==> config.mk <==
export PLATFORM = sky130hd
export DESIGN_NAME = lcd_static_drv
export DESIGN_NICKNAME = d
export VERILOG_FILES = /design/src/rtl/lcd_pkg.sv /design/src/rtl/lcd_bp_ctrl.sv /design/src/rtl/lcd_seg_path.sv /design/src/rtl/lcd_static_drv.sv
export SDC_FILE = /design/constraint.sdc
export NUM_CORES = 1
export LEC_CHECK = 0
export ABC_AREA = 1
export BUFFER_PORTS_ARGS = -buffer_cell sky130_fd_sc_hd__buf_2
export CAP_MARGIN = 20
export CORE_ASPECT_RATIO = 0.7
export CORE_MARGIN = 5
export CORE_UTILIZATION = 60
export CTS_BUF_LIST = sky130_fd_sc_hd__clkbuf_4
export DETAILED_ROUTE_END_ITERATION = 12
export GPL_TIMING_DRIVEN = 0
export HOLD_SLACK_MARGIN = 0.03
export PLACE_DENSITY = 0.87
export SYNTH_ARGS = -nofsm -noshare
export SYNTH_HDL_FRONTEND = slang
export SYNTH_SLANG_ARGS = --single-unit
==> constraint.sdc <==
create_clock -name clk -period 13.1 [get_ports clk]
set_input_delay 2.62 -clock clk [delete_from_list [all_inputs] [get_ports clk]]
set_output_delay 2.62 -clock clk [all_outputs]
set_load 0.01 [all_outputs]
==> src/rtl/lcd_pkg.sv <==
package lcd_pkg;

  typedef struct packed {
    logic bpFlip;      // backplane changes level on this cycle
    logic frameStart;  // backplane falls: a new period begins next cycle
  } lcdStrobe_t;

  // Seven-segment pattern, bit 0 = segment a ... bit 6 = segment g.
  function automatic logic [6:0] segPattern(input logic [3:0] digitVal);
    logic [6:0] pat;
    case (digitVal)
      4'd0: pat = 7'h3F;
      4'd1: pat = 7'h06;
      4'd2: pat = 7'h5B;
      4'd3: pat = 7'h4F;
      4'd4: pat = 7'h66;
      4'd5: pat = 7'h6D;
      4'd6: pat = 7'h7D;
      4'd7: pat = 7'h07;
      4'd8: pat = 7'h7F;
      4'd9: pat = 7'h6F;
      default: pat = 7'h00;
    endcase
    return pat;
  endfunction

endpackage

==> src/rtl/lcd_bp_ctrl.sv <==
module lcd_bp_ctrl
  import lcd_pkg::*;
#(
  parameter int HALF_PERIOD = 100
) (
  input  logic       clk,
  input  logic       rstN,
  output logic       backplane,
  output lcdStrobe_t strobe
);

  localparam int CNT_W = (HALF_PERIOD > 1) ? $clog2(HALF_PERIOD) : 1;
  localparam logic [CNT_W-1:0] LAST = CNT_W'(HALF_PERIOD - 1);

  logic [CNT_W-1:0] divCnt;
  logic             atLast;

  assign atLast = (divCnt == LAST);

  always_ff @(posedge clk) begin
    if (!rstN) begin
      divCnt    <= '0;
      backplane <= 1'b0;
    end else if (atLast) begin
      divCnt    <= '0;
      backplane <= ~backplane;
    end else begin
      divCnt    <= divCnt + 1'b1;
    end
  end

  always_comb begin
    strobe.bpFlip     = atLast;
    strobe.frameStart = atLast & backplane;
  end

endmodule

==> src/rtl/lcd_seg_path.sv <==
module lcd_seg_path
  import lcd_pkg::*;
#(
  parameter int READ_W      = 11,
  parameter int NUM_DIG     = 3,
  parameter int MAX_READING = 1999
) (
  input  logic                 clk,
  input  logic                 rstN,
  input  lcdStrobe_t           strobe,
  input  logic                 backplane,
  input  logic                 resultValid,
  input  logic [READ_W-1:0]    readingIn,
  input  logic                 negIn,
  input  logic                 overIn,
  input  logic                 lampTest,
  output logic [7*NUM_DIG-1:0] segOut,
  output logic [1:0]           halfSeg,
  output logic                 minusSeg
);

  localparam int SEG_W = 7 * NUM_DIG;
  localparam logic [READ_W-1:0] MAX_V  = READ_W'(MAX_READING);
  localparam logic [READ_W-1:0] HALF_V = READ_W'(10 ** NUM_DIG);

  logic [READ_W-1:0] pendRead, showRead;
  logic              pendNeg, pendOver, pendFull;
  logic              showNeg, showOver;

  // Capture on strobe; hand over at the start of a backplane period.
  always_ff @(posedge clk) begin
    if (!rstN) begin
      pendRead <= '0;
      pendNeg  <= 1'b0;
      pendOver <= 1'b0;
      pendFull <= 1'b0;
      showRead <= '0;
      showNeg  <= 1'b0;
      showOver <= 1'b0;
    end else begin
      if (strobe.frameStart && pendFull) begin
        showRead <= pendRead;
        showNeg  <= pendNeg;
        showOver <= pendOver;
      end
      if (resultValid) begin
        pendRead <= readingIn;
        pendNeg  <= negIn;
        pendOver <= overIn;
        pendFull <= 1'b1;
      end else if (strobe.frameStart) begin
        pendFull <= 1'b0;
      end
    end
  end

  logic             overEff;
  logic             halfLit;
  logic [SEG_W-1:0] litVec;

  assign overEff = showOver | (showRead > MAX_V);
  assign halfLit = overEff | (showRead >= HALF_V);

  genvar k;
  generate
    for (k = 0; k < NUM_DIG; k++) begin : g_digit
      localparam int DIV = 10 ** k;
      logic [3:0] digitVal;
      assign digitVal = 4'((32'(showRead) / DIV) % 10);
      assign litVec[7*k +: 7] = overEff ? 7'h00 : segPattern(digitVal);
    end
  endgenerate

  always_comb begin
    if (lampTest) begin
      segOut   = '1;
      halfSeg  = 2'b11;
      minusSeg = 1'b1;
    end else begin
      segOut   = litVec ^ {SEG_W{backplane}};
      halfSeg  = {2{halfLit ^ backplane}};
      minusSeg = showNeg ^ backplane;
    end
  end

endmodule

==> src/rtl/lcd_static_drv.sv <==
module lcd_static_drv
  import lcd_pkg::*;
#(
  parameter int HALF_PERIOD = 100,
  parameter int READ_W      = 11,
  parameter int NUM_DIG     = 3,
  parameter int MAX_READING = 1999
) (
  input  logic                 clk,
  input  logic                 rstN,
  input  logic                 resultValid,
  input  logic [READ_W-1:0]    readingIn,
  input  logic                 negIn,
  input  logic                 overIn,
  input  logic                 lampTest,
  output logic                 backplane,
  output logic [7*NUM_DIG-1:0] segOut,
  output logic [1:0]           halfSeg,
  output logic                 minusSeg
);

  lcdStrobe_t strobe;

  lcd_bp_ctrl #(.HALF_PERIOD(HALF_PERIOD)) i_ctrl (
    .clk       (clk),
    .rstN      (rstN),
    .backplane (backplane),
    .strobe    (strobe)
  );

  lcd_seg_path #(
    .READ_W      (READ_W),
    .NUM_DIG     (NUM_DIG),
    .MAX_READING (MAX_READING)
  ) i_path (
    .clk         (clk),
    .rstN        (rstN),
    .strobe      (strobe),
    .backplane   (backplane),
    .resultValid (resultValid),
    .readingIn   (readingIn),
    .negIn       (negIn),
    .overIn      (overIn),
    .lampTest    (lampTest),
    .segOut      (segOut),
    .halfSeg     (halfSeg),
    .minusSeg    (minusSeg)
  );

endmodule

-- After elaboration in Yosys (flattened, before gate mapping)
Memory sizes are Yosys's and may differ from the RTL's.
Index checks and enable logic that the tools add are counted.
- register bits after elaboration: 35
- ROM bits: 336
- bits of input ports: 17
- memories: 3
- add/sub/neg operators: 1
- div/mod/pow operators: 5
- $lt $le $gt $ge: 2
- eq/ne operators: 1
- mux-type cells: 8
- bitwise gates (word level): 8
- reduce and logical (&&, ||, !) cells: 3
- memories (name ; depth ; bits a word ; rd ports ; clocked after memory_dff ; wr ports ; line ; text):
    (name not given) ; 16 ; 7 ; 1 ; 0 ; 0 ; lcd_pkg.sv:11 ; case (digitVal)
    (name not given) ; 16 ; 7 ; 1 ; 0 ; 0 ; lcd_pkg.sv:11 ;
    (name not given) ; 16 ; 7 ; 1 ; 0 ; 0 ; lcd_pkg.sv:11 ;
- operator list (kind ; number):
    32-bit by 4-bit modulo with 32-bit output (second input constant) ; 2
    11-bit by 4-bit divider with 32-bit output (second input constant) ; 1
    11-bit by 7-bit divider with 32-bit output (second input constant) ; 1
    11-bit by 4-bit modulo with 32-bit output (second input constant) ; 1
    21-bit 2-to-1 mux ; 1
    7-bit 2-to-1 mux ; 3
    21-bit XOR ; 1
    11-bit by 10-bit >= comparator with 1-bit output (second input constant) ; 1
    11-bit > comparator (second input constant) ; 1
    7-bit by 1-bit adder with 7-bit output (second input constant) ; 1
    7-bit equality test (second input constant) ; 1
    1-bit 2-to-1 mux ; 3
    2-bit 2-to-1 mux ; 1
    1-bit NOT ; 2
    1-bit OR ; 2
    2-bit nonzero test ; 1
    2-bit OR reduction ; 1
    1-bit XOR ; 2
    1-bit bitwise AND ; 1
    1-bit logical AND ; 1

-- Logic depth before layout (Yosys ltp)
An unclocked memory read counts as a cell.
- depth after elaboration: 6
- depth in mapped cells: 55
- mapped depth without buffers: 54

-- Cells and area by module
From an unflattened synthesis, not the netlist that was laid out.
- cell total of the unflattened synthesis: 839
- area, all modules: 5002.3 sq um
- by module, submodules not included (module ; instances ; cells each ; area each (sq um)):
    lcd_seg_path ; 1 ; 782 ; 4589.4
    lcd_bp_ctrl ; 1 ; 57 ; 412.9

-- Least setup slack after synthesis
Ideal clock, no wire load.
- kind: register to output
- start point: register i_path.showRead[8]
- end point: output port segOut[10]
- arrival time: 5.635 ns
- path slack: 4.845 ns
- stages on the path, launching flop included: 48
- path through: dfxtp_1 nor2_1 inv_1 ha_1 o21bai_4 nand4_2 nand2_1 nand2_1 nor2_4 nand3_4 nand2_2 nand2_4 nor2_8 nand3_4 nand2_4 nand3_2 nor2_4 nand3_4 [12 not listed] inv_1 nor2_2 nand3_2 nor2_4 nand4_2 nand4_1 nand2_2 o21ai_4 nand3_4 nand2_1 nand2_1 ha_1 inv_1 nand2_1 nand3_1 nand3_1 nand2_1 nand3_1
- cells in the longest elaborated chain, start to end: 6
- RTL lines (what ; line ; text):
    start: declaration ; lcd_seg_path.sv:26 ; logic [READ_W-1:0] pendRead, showRead;
    start signal: assignment ; lcd_seg_path.sv:42 ; showRead <= pendRead;
    11-bit by 4-bit divider with 32-bit output ; lcd_seg_path.sv:69 ; assign digitVal = 4'((32'(showRead) / DIV) % 10);
    32-bit by 4-bit modulo with 32-bit output ; lcd_seg_path.sv:69 ;
    memory read 16 x 7 bit ; n/a ;
    7-bit 2-to-1 mux (*) ; lcd_seg_path.sv:70 ; assign litVec[7*k +: 7] = overEff ? 7'h00 : segPattern(digitVal);
    21-bit XOR (*) ; lcd_seg_path.sv:80 ; segOut = litVec ^ {SEG_W{backplane}};
    21-bit 2-to-1 mux (*) ; lcd_seg_path.sv:75 ; if (lampTest) begin
    end: declaration ; lcd_static_drv.sv:17 ; output logic [7*NUM_DIG-1:0] segOut,
Every way passes the cells marked *; elsewhere a longest branch is shown, timed or not.

-- Worst setup path after layout
- start point: register i_path.showRead[9]
- end point: output port segOut[10]
The elaborated chain is that of the path after synthesis.

==> run summary <==
worst-margin pin slew - 885 ps
Routed WL - 11400 um
Slew headroom - 0.407
most frequent CP cell - nand2_1
Worst Path Arrival - 7090 ps
postcts setup bufs - 0
number of global-route vias before repair - 4545
CTS tree - yes
worst slack, placed - 3830 ps
Post-DRT Antenna Nets - 0
period utilisation layout - 0.741
Pwr Total - 0.000189 W
Vias - 5454
status - completed
crit-path max cell delay - 380 ps
MaxCap Viol Count - 0
Nets - 951
GRT Util Overall - 0.217
Initial Util - 0.610
Final setup viols - 0
vias per std cell - 5.38
Layout area overhead - 7.71%
Hold Vio Cnt, Final - 0
# H-tree levels - 2
Final Max Slew Viols - 0
CP Launch Type - flop
Mapped Cells - 859
RSZ-0062 raised after global routing - false
clock tree buffer depth - 2
Post-synth top flop - dfxtp_1
crit end category - output pin
Seq/Total Area, Yosys - 0.137
Clock transition at path regs - 110 ps
Ys Warns - 0
dpl hpwl - 9340 um
CTS buffer count - 5
final setup margin - 3390 ps
Worst VDD drop - 0.0686 mV
Die H - 87.2 um
largest net degree at the start of global routing - 12
row cnt - 28
number of synthesized register bits - 35
Post-synth EDFFs - 0
Final min period - 9710 ps
# diodes - 0
Cell Pwr Density - 34.4 nW/um^2
FMAX - 103 MHz
Post-Route Skew - 3.53 ps
Post-Layout Cell Count - 1013
clock root buffer master - clkbuf_4
RePlAce Congestion - 0.889
drt first pass iters - 5
average wire per standard cell - 11.2 um
first-pass GRT wire length - 19700 um
worst skew pair latency - 340 ps
asr flop ratio synth - 0
synthesized area per cell - 5.95 um^2
critical path data required time - 10480 ps
die width - 120 um
hold crit path type - flop to flop
layout cells sized above 1 - 0.177
Cell variety after synth - 55
synthesized net count - 903
Synth Cell Area - 5110 um^2
DRT iter0 DRCs - 369
# hold bufs at CTS - 0
Core Region - 8370 um^2
I/O pin count - 42
slowest CP cell - dfxtp_1
clock sink total - 35
Cells after DPL - 1005
CP Class - flop to output pin
die area - 10500 um^2
setup TNS - 0 ps
cts repair resizes - 0
crit path max fanout - 10
DRC - 0
remaining global-route overflow - 0
LEAKAGE - 3.15 nW
Fillers - 831
Buffers on Ports - 41
initial antenna violation count - 0
-- cells in the final DEF, fill, tap and decap left out, types with 4 or more instances in the layout --
cell type	synthesis	final
buf_4	5	5
clkbuf_1	8	8
o21ai_0	55	55
o211ai_1	9	9
xor2_1	14	14
nor2_1	70	70
xnor2_1	6	6
inv_1	102	102
buf_2	2	43
nor4_1	4	4
nand4_1	30	30
nor2_4	6	6
a21oi_1	41	41
nand2_2	25	25
o21ai_1	4	4
nor3_1	5	5
ha_1	27	27
o21ai_2	4	4
nand4_2	4	4
o31ai_1	4	4
nor2_2	8	8
nand3_2	10	10
dfxtp_1	35	35
o21a_1	4	4
inv_2	17	17
nand3_4	4	4
clkbuf_4	1	7
nand2_4	9	9
nand2_1	235	235
nand3_1	77	77
-- worst paths after layout --
| check | slack, ps | start | depth (start not counted) | endpoint |
|---|---|---|---|---|
| max | 3390 | i_path.showRead[9] | 47 | segOut[10] |
| min | 460 | i_ctrl.divCnt[0] | 1 | i_ctrl.divCnt[0] |
| max reg2reg | 10960 | i_ctrl.divCnt[0] | 9 | i_path.showRead[5] |
| min reg2reg | 460 | i_ctrl.divCnt[0] | 1 | i_ctrl.divCnt[0] |
-- registers in the layout, indices dropped and copies added, names as in the netlist --
name and cells:
i_ctrl.backplane 1, i_ctrl.divCnt 7, i_path.pendFull 1, i_path.pendNeg 1, i_path.pendOver 1, i_path.pendRead 11
i_path.showNeg 1, i_path.showOver 1, i_path.showRead 11
-- Yosys cell counts (3+ instances only) --
library cell,instances,share of area
a21oi_1,41,0.040
buf_4,5,0.0073
buf_6,3,0.0066
clkbuf_1,8,0.0059
clkinv_1,3,0.0022
dfxtp_1,35,0.14
ha_1,27,0.066
inv_1,102,0.075
inv_2,17,0.012
nand2_1,235,0.17
nand2_2,25,0.031
nand2_4,9,0.020
nand3_1,77,0.075
nand3_2,10,0.020
nand3_4,4,0.014
nand4_1,30,0.037
nand4_2,4,0.0098
nor2_1,70,0.051
nor2_2,8,0.0098
nor2_4,6,0.013
nor3_1,5,0.0049
nor4_1,4,0.0049
o211ai_1,9,0.013
o21a_1,4,0.0059
o21ai_0,55,0.054
o21ai_1,4,0.0039
o21ai_2,4,0.0069
o31ai_1,4,0.0059
or2_2,3,0.0037
xnor2_1,6,0.010
xor2_1,14,0.024
-- stage by stage --
step,utilization,area (um^2),hold slack (ps)
6_report,0.657,5500,463
3_5_place_dp,0.650,5450,452
3_3_place_gp,0.650,5450,429
2_1_floorplan,-,5110,418
4_1_cts,0.657,5500,468
5_1_grt,0.657,5500,496
-- kinds of logic (layout without fill, tap and decap cells) --
group | count (synthesis) | count (layout) | synth area share
simple gates | 500 | 500 | 0.490
xor+xnor | 20 | 20 | 0.0343
flops | 35 | 35 | 0.137
compound gates | 134 | 134 | 0.157
fa+ha+maj | 27 | 27 | 0.0661
buf+inv | 143 | 192 | 0.115
-- routing by layer --
layer,share of wire,global-route usage,vias to the layer above
li1,-,-,2935
met1,0.53,0.322,2407
met2,0.42,0.348,105
met3,0.047,0.0201,7
met4,0.0055,0.0350,0
met5,0,0,-
-- worst max-delay path: cells and delay by family, from the launching register on --
kind	cells	cell delay, ps
compound gates	3	500
fa+ha+maj	2	550
buf+inv	4	450
flops	1	380
simple gates	38	4820
-- area by class of cell --
cell class	count	area, um^2	area share
plain buffers	20	123	0.0223
clock buffers	6	45.0	0.00818
clock inverters	2	12.5	0.00227
inverters	123	463	0.0841
multi-input cells	681	3820	0.695
flip-flops and latches	35	701	0.127
well taps	105	131	0.0239
repair buffers	41	205	0.0373
-- power breakdown --
group	total, W	internal (W)	switching [W]
Clock	0.0000617	0.0000228	0.0000389
Combinational	0.0000154	0.00000615	0.00000926
Sequential	0.000112	0.000110	0.00000184
Total	0.000189	0.000139	0.0000500
Note: power is estimated with default switching activity, not from simulation.
